**config.mk**
```make
export PLATFORM = sky130hd
export DESIGN_NAME = scatter_seq
export DESIGN_NICKNAME = d
export VERILOG_FILES = /design/src/rtl/scatter_seq.sv
export SDC_FILE = /design/constraint.sdc
export NUM_CORES = 2
export LEC_CHECK = 0
export ABC_AREA = 1
export BUFFER_PORTS_ARGS = -buffer_cell sky130_fd_sc_hd__buf_4
export CAP_MARGIN = 20
export CORE_MARGIN = 4
export CORE_UTILIZATION = 34
export DETAILED_ROUTE_END_ITERATION = 12
export PLACE_DENSITY_LB_ADDON = 0.05
export SYNTH_ARGS = -nofsm -noshare
export SYNTH_HDL_FRONTEND = slang
export SYNTH_SLANG_ARGS = --single-unit
```
**constraint.sdc**
```tcl
create_clock -name clk -period 10 [get_ports clk]
set_input_delay 0 -clock clk [delete_from_list [all_inputs] [get_ports clk]]
set_output_delay 0 -clock clk [all_outputs]
set_load 0.01 [all_outputs]
```
**src/rtl/scatter_seq.sv**
```systemverilog
module scatter_seq #(
  parameter int VLEN = 256
) (
  input  logic            clk,
  input  logic            rst_n,
  input  logic            start,
  input  logic            elem64,
  input  logic            off64,
  input  logic            off_signed,
  input  logic            scale_en,
  input  logic [63:0]     base_addr,
  input  logic [VLEN-1:0] offsets,
  input  logic [VLEN-1:0] wdata_vec,
  input  logic [VLEN/8-1:0] pred,
  output logic            busy,
  output logic            done,
  output logic            wr_valid,
  output logic [63:0]     wr_addr,
  output logic [31:0]     wr_data,
  input  logic            wr_ready
);
  localparam int NS = VLEN / 32;
  localparam int SW = $clog2(NS);
  localparam int PW = SW + 1;

  logic            busy_q;
  logic [PW-1:0]   ptr_q;
  logic [63:0]     base_q;
  logic [VLEN+31:0] off_q;
  logic [VLEN-1:0] dat_q;
  logic [VLEN/8-1:0] pred_q;
  logic            e64_q, o64_q, sgn_q, scl_q;

  logic [NS-1:0]   act;
  logic [SW-1:0]   sel;
  logic            any;
  logic [31:0]     off_lo, off_hi;
  logic [63:0]     off_ext;

  for (genvar i = 0; i < NS; i++) begin : g_slot
    assign act[i] = pred_q[4*i] && (!e64_q || (i % 2 == 0)) && (PW'(i) >= ptr_q);
  end

  always_comb begin
    sel = '0;
    for (int i = NS - 1; i >= 0; i--)
      if (act[i]) sel = SW'(i);
  end

  assign any     = |act;
  assign off_lo  = off_q[32*sel +: 32];
  assign off_hi  = off_q[32*sel + 32 +: 32];
  assign off_ext = (e64_q && o64_q) ? {off_hi, off_lo} :
                   sgn_q            ? {{32{off_lo[31]}}, off_lo} :
                                      {32'b0, off_lo};

  assign wr_addr  = base_q + (scl_q ? (off_ext << 2) : off_ext);
  assign wr_data  = dat_q[32*sel +: 32];
  assign wr_valid = busy_q && any;
  assign done     = busy_q && !any;
  assign busy     = busy_q;

  always_ff @(posedge clk) begin
    if (!rst_n) begin
      busy_q <= 1'b0;
      ptr_q  <= '0;
      base_q <= '0;
      off_q  <= '0;
      dat_q  <= '0;
      pred_q <= '0;
      e64_q  <= 1'b0;
      o64_q  <= 1'b0;
      sgn_q  <= 1'b0;
      scl_q  <= 1'b0;
    end else if (!busy_q) begin
      if (start) begin
        busy_q <= 1'b1;
        ptr_q  <= '0;
        base_q <= base_addr;
        off_q  <= {32'b0, offsets};
        dat_q  <= wdata_vec;
        pred_q <= pred;
        e64_q  <= elem64;
        o64_q  <= off64;
        sgn_q  <= off_signed;
        scl_q  <= scale_en;
      end
    end else if (!any) begin
      busy_q <= 1'b0;
    end else if (wr_ready) begin
      ptr_q <= PW'(sel) + PW'(1);
    end
  end
endmodule

```
[Word level (Yosys, flattened, before mapping)]
Index checks and enable logic that the tools add are counted.
Operators by class
  $add $sub $neg: 3
  $lt $le $gt $ge: 8
  equal/unequal tests: 2
  shift operators: 3
  mux-type cells: 18
  bitwise logic cells: 1
  reductions and logical operators: 21
Operator list (count)
  $shiftx 288x10->32: 1
  $shiftx 288x9->32: 1
  $shiftx 256x9->32: 1
  $mux 64: 3
  $add 64x64->64: 1
  $mux 3: 8
  $ge 3x4->1 const A: 4
  $mux 4: 4
  $logic_and 1x1->1: 15
  $add 8x6->9 const B: 1
  $ge 1x4->1 const A: 2
  $ge 2x4->1 const A: 2
  $reduce_or 8->1: 1
  $add 3x1->4 const B: 1
  $mux 1: 3
  $reduce_and 3->1: 1
  $logic_not 1->1: 2
  $ne 2x1->1 const B: 1
  $ne 2x2->1 const B: 1
  $reduce_and 2->1: 1
  $reduce_bool 2->1: 1
  $not 1->1: 1
Word-level totals
  register bits after elaboration: 614
  input bits: 616
  output and inout bits: 99
  word-level logic and storage cells: 66

[Logic depth before layout (Yosys ltp)]
  word-level depth: 16
  mapped depth: 35
  depth with buffers taken out: 32

[Worst setup path before layout]
OpenSTA, ideal clock, no wires.
  kind: reg-to-output
  from: reg ptr_q[3]
  to: out wr_addr[52]
  arrival: 3.698 ns
  required time: 10.000 ns
  setup slack: 6.302 ns
  cell stages (with the launch flop): 30
  path buffers: 2
  cell sequence: dfxtp_1 nor2_1 nand3_2 nand2_1 nand2_1 nand2_1 nand2_2 nand2_4 nand2_4 buf_6 buf_2 nand2_1 o21ai_0 o21ai_0 o21a_1 nor2_1 ha_1 fa_1 nand3_1 nand2_1 nand2_1 nand2_1 a21oi_1 o21ai_0 a21boi_0 o21ai_0 nand2_1 nand2_1 nand2_1 nand2_1
On the way
  longest elaborated chain between the ends: 15
  elaborated cells on any way between the ends: 31
  classes of those cells: 2 x add/sub; 8 x order compare; 2 x shift; 11 x mux; 8 x reduce/logical
Ends and longest elaborated chain
  start: declaration: line 27  | logic [PW-1:0] ptr_q;
  start signal: assignment: line 91  | ptr_q <= PW'(sel) + PW'(1);
  $ge 3x4->1: line 41  | assign act[i] = pred_q[4*i] && (!e64_q || (i % 2 == 0)) && (PW'(i) >= ptr_q);
  $logic_and 1x1->1: line 41
  $mux 3 (7 in a row): line 47  | if (act[i]) sel = SW'(i);
  $mux 3 *: line 47
  $add 8x6->9 or $shiftx 288x9->32 (tied branches): line 52, 51
  $shiftx 288x10->32 or $mux 64 (tied branches): line 52, 54
  $mux 64 *: line 53  | assign off_ext = (e64_q && o64_q) ? {off_hi, off_lo} :
  $mux 64 *: line 57  | assign wr_addr = base_q + (scl_q ? (off_ext << 2) : off_ext);
  $add 64x64->64 *: line 57
  end: declaration: line 18  | output logic [63:0] wr_addr,
Every way passes the cells marked *; elsewhere a longest branch is shown, timed or not.

[Worst setup path after layout]
Same ends and word-level chain as after synthesis.

==> out/results.tsv <==
stage	metric	value	unit
status	outcome	finished, final reports clean	
min_path	hold depth	3	
grt	vias in the first global route	36700	
clock_network	clock buffer depth	3	
synth	Mapped Nets	5663	
synth	#FFs+latches synth	593	
synth	Mapped Cells	4982	
timing	# setup viols final	0	
die	core area	92100	µm²
clock_network	CTS Root Cell	clkbuf_16	
drt	WL final	153	mm
grt	largest net degree at the start of global routing	214	
timing	Setup TNS	0	ns
pwr	power density over the cells	193	nW/µm²
final_layout	most frequent cells in the layout	nor2_1, nand2_1, o21ai_0	
place	Placer Congestion	0.901	
synth	Post-synth EDFFs	0	
drt	Routed Antenna Nets	0	
clock_network	clock tree sinks	593	
clock_network	Reg clk slew, reported paths	0.06	ns
place	number of port buffers	690	
timing	Final period util	0.705	
pwr	Pint	5.47	mW
timing	fmax	142	MHz
timing	Max-slew headroom	0.234	
critical_path	R2R cell count	12	
pwr	Leak	20.3	nW
synth	asr flop ratio synth	0	
final_layout	post-layout util	0.504	
pwr	combinational power share	0.396	
final_layout	most common cell after layout, fill and taps aside	nor2_1	
critical_path	reg2reg end	ptr_q[2]	
pwr	Clock power frac	0.299	
min_path	end of the worst hold path	dat_q[242]	
clock_network	CTS buffer count	72	
final_layout	fraction of layout cells with a size suffix above 1	0.140	
critical_path	CP Max Fanout	96	
pwr	Total Power	8.97	mW
place	HPWL after detailed placement	109	mm
clock_network	CTS tree	built	
synth	Mean Syn Cell Area	6.36	µm²
synth	Yosys warning count	0	
grt	first-pass GRT wire length	226	mm
pwr	peak supply drop	0.119	mV
timing	Final Critical Period	7.05	ns
die	Die H	313	µm
clock_network	H-tree Lvls	3	
grt	GRT Overall Usage	0.299	
die	FP Rows	111	
die	DIE AREA	98100	µm²
final_layout	nets	6770	
timing	Clock Skew	0.0216	ns
place	dpl ws	3.64	ns
pwr	Net Sw Frac	0.390	
drt	Vias	37700	
run	MaxCap Viol Count	0	
synth	prevailing post-synth register cell	dfxtp_1	
critical_path	CP endpoint kind	output port	
grt	global route overflow	0	
critical_path	critical path class	reg2out	
drt	wire per inst	20.7	µm
die	Die X-Extent	313	µm
clock_network	Clk Latency, worst-skew pair	0.64	ns
timing	Final Hold Fails	0	
critical_path	Arrival @ worst endpoint	7.05	ns
critical_path	Critical Path RT	10.00	ns
min_path	hold crit path type	in2reg	
drt	Iteration-0 DRC Markers	2875	
timing	max-slew violation count	0	
synth	synthesized area	31700	µm²
critical_path	worst reg2reg startpoint	ptr_q[3]	
pwr	Net Sw Power	3.49	mW
min_path	hold path start	rst_n	
grt	initial antenna violation count	28	
final_layout	fillcell total	9603	
drt	DRC violations left	0	
critical_path	r2r setup slk	5.86	ns
synth	sequential fraction of the synthesis area	0.375	
synth	Synth cell types	46	
die	# IOs	715	
die	Initial Util	0.344	
final_layout	Area Overhead vs Synth	46.5	%
drt	TritonRoute pass-1 iters	6	
timing	Slew @ Worst Pin	1.15	ns
critical_path	startpoint types	flop	
timing	fin worst setup slack	2.95	ns
drt	number of vias per cell	5.09	
pwr	sequential share of power	0.305	
timing	RSZ-0062 raised after global routing	no	
worst max-delay path by stage:
stage | startpoint | to | slack (ns) | depth (start not counted)
3_5_place_dp | ptr_q[3] | wr_addr[63] | 3.64 | 26
5_1_grt | ptr_q[3] | wr_addr[62] | 2.59 | 25
4_1_cts | ptr_q[3] | wr_addr[52] | 2.95 | 24
2_1_floorplan | ptr_q[3] | wr_addr[52] | 6.30 | 29
3_3_place_gp | ptr_q[3] | wr_addr[52] | 3.58 | 24
6_report | ptr_q[3] | wr_addr[52] | 2.95 | 24
layout make-up:
cell class / instances / area [µm²] / area share
antenna: 20 / 50.0 / 0.00108
timing repair buffer: 1388 / 12200 / 0.263
inverter: 136 / 526 / 0.0113
clock buffer: 107 / 2220 / 0.0478
clock inverter: 17 / 194 / 0.00418
multi-input combinational: 3898 / 17800 / 0.384
sequential: 593 / 11900 / 0.256
tap: 1243 / 1560 / 0.0335
worst max-delay path: stages (launching register included):
cell	delay, ns
dfxtp_1	0.37
nor2_4	0.19
nand3_2	0.33
nand2_1	0.28
a21oi_4	0.04
buf_4	0.34
inv_6	0.59
buf_12	0.48
o211ai_1	0.17
a21oi_1	0.47
o21ai_1	0.21
ha_1	0.40
nand3_1	0.09
nand2_1	0.14
nand2_1	0.06
nand2_1	0.21
a21oi_1	0.17
o21ai_0	0.65
a21boi_0	0.33
o21ai_0	0.37
nand2_1	0.12
nand2_1	0.08
nand2_1	0.05
nand2_1	0.07
buf_4	0.12
metal layers:
metal / GRT usage / up-vias / share of wire
li1: - / 18600 / -
met1: 0.343 / 17600 / 0.39
met2: 0.538 / 1178 / 0.50
met3: 0.0560 / 251 / 0.063
met4: 0.138 / 12 / 0.050
met5: 0 / - / 0.00046
flip-flops by register name (all words and copies together) (netlist names):
signal  count
off_q     256
scl_q       1
ptr_q       4
dat_q     256
base_q     64
pred_q      8
busy        1
e64_q       1
sgn_q       1
o64_q       1
synth_stat cells, types with 2 or more instances:
master,instances,area (µm²)
buf_4,12,90.1
xnor2_1,15,131
a21boi_0,6,45.0
o21a_1,10,75.1
buf_2,68,340
buf_6,8,90.1
a211oi_1,3,22.5
nor2_2,2,12.5
clkbuf_1,246,923
o21ai_0,776,3880
xor2_1,39,342
o21bai_1,9,67.6
o21ai_1,20,100
a21o_1,10,75.1
nand2_1,818,3070
nor2_1,1433,5380
a31oi_1,42,263
nand3_2,2,20.0
a21oi_1,114,571
nand2_4,2,22.5
dfxtp_1,593,11900
nand4_1,5,31.3
ha_1,64,801
nand3b_1,2,15.0
o22ai_1,64,400
inv_1,128,480
inv_2,8,30.0
nor3_1,11,55.1
o211ai_1,19,143
buf_1,21,78.8
nand3_1,417,2090
per-stage QoR:
stage	cell area [µm²]	hold slack, ns	std cells
finish	46400	0.0295	7402
floorplan	31700	0.161	4982
global route	46400	0.0460	7401
detailed placement	37200	0.256	6590
CTS	46300	0.000372	7381
global placement	37200	0.253	6590
what timing repair did:
item                                   CTS  global route
setup buffers                            0             0
resized for setup                        0             0
endpoints found under the hold margin  592             0
hold buffers                           667             0
cell families after synthesis:
| kind of cell | count (synthesis) | share of synthesized area |
|---|---|---|
| fa+ha+maj | 65 | 0.0259 |
| xor+xnor | 54 | 0.0149 |
| flops | 593 | 0.375 |
| buf+inv | 491 | 0.0642 |
| compound gates | 1081 | 0.181 |
| simple gates | 2698 | 0.339 |
power by group through the flow:
stage | Sequential (mW) | Clock [mW] | Combinational [mW]
finish | 2.73 | 2.68 | 3.55
CTS | 2.73 | 2.74 | 3.57
global placement | 2.78 | 0 | 3.32
global route | 2.76 | 2.82 | 3.87
detailed placement | 2.78 | 0 | 3.33
floorplan | 2.73 | 0 | 1.93
No activity file was read; power rests on OpenSTA's default activity.
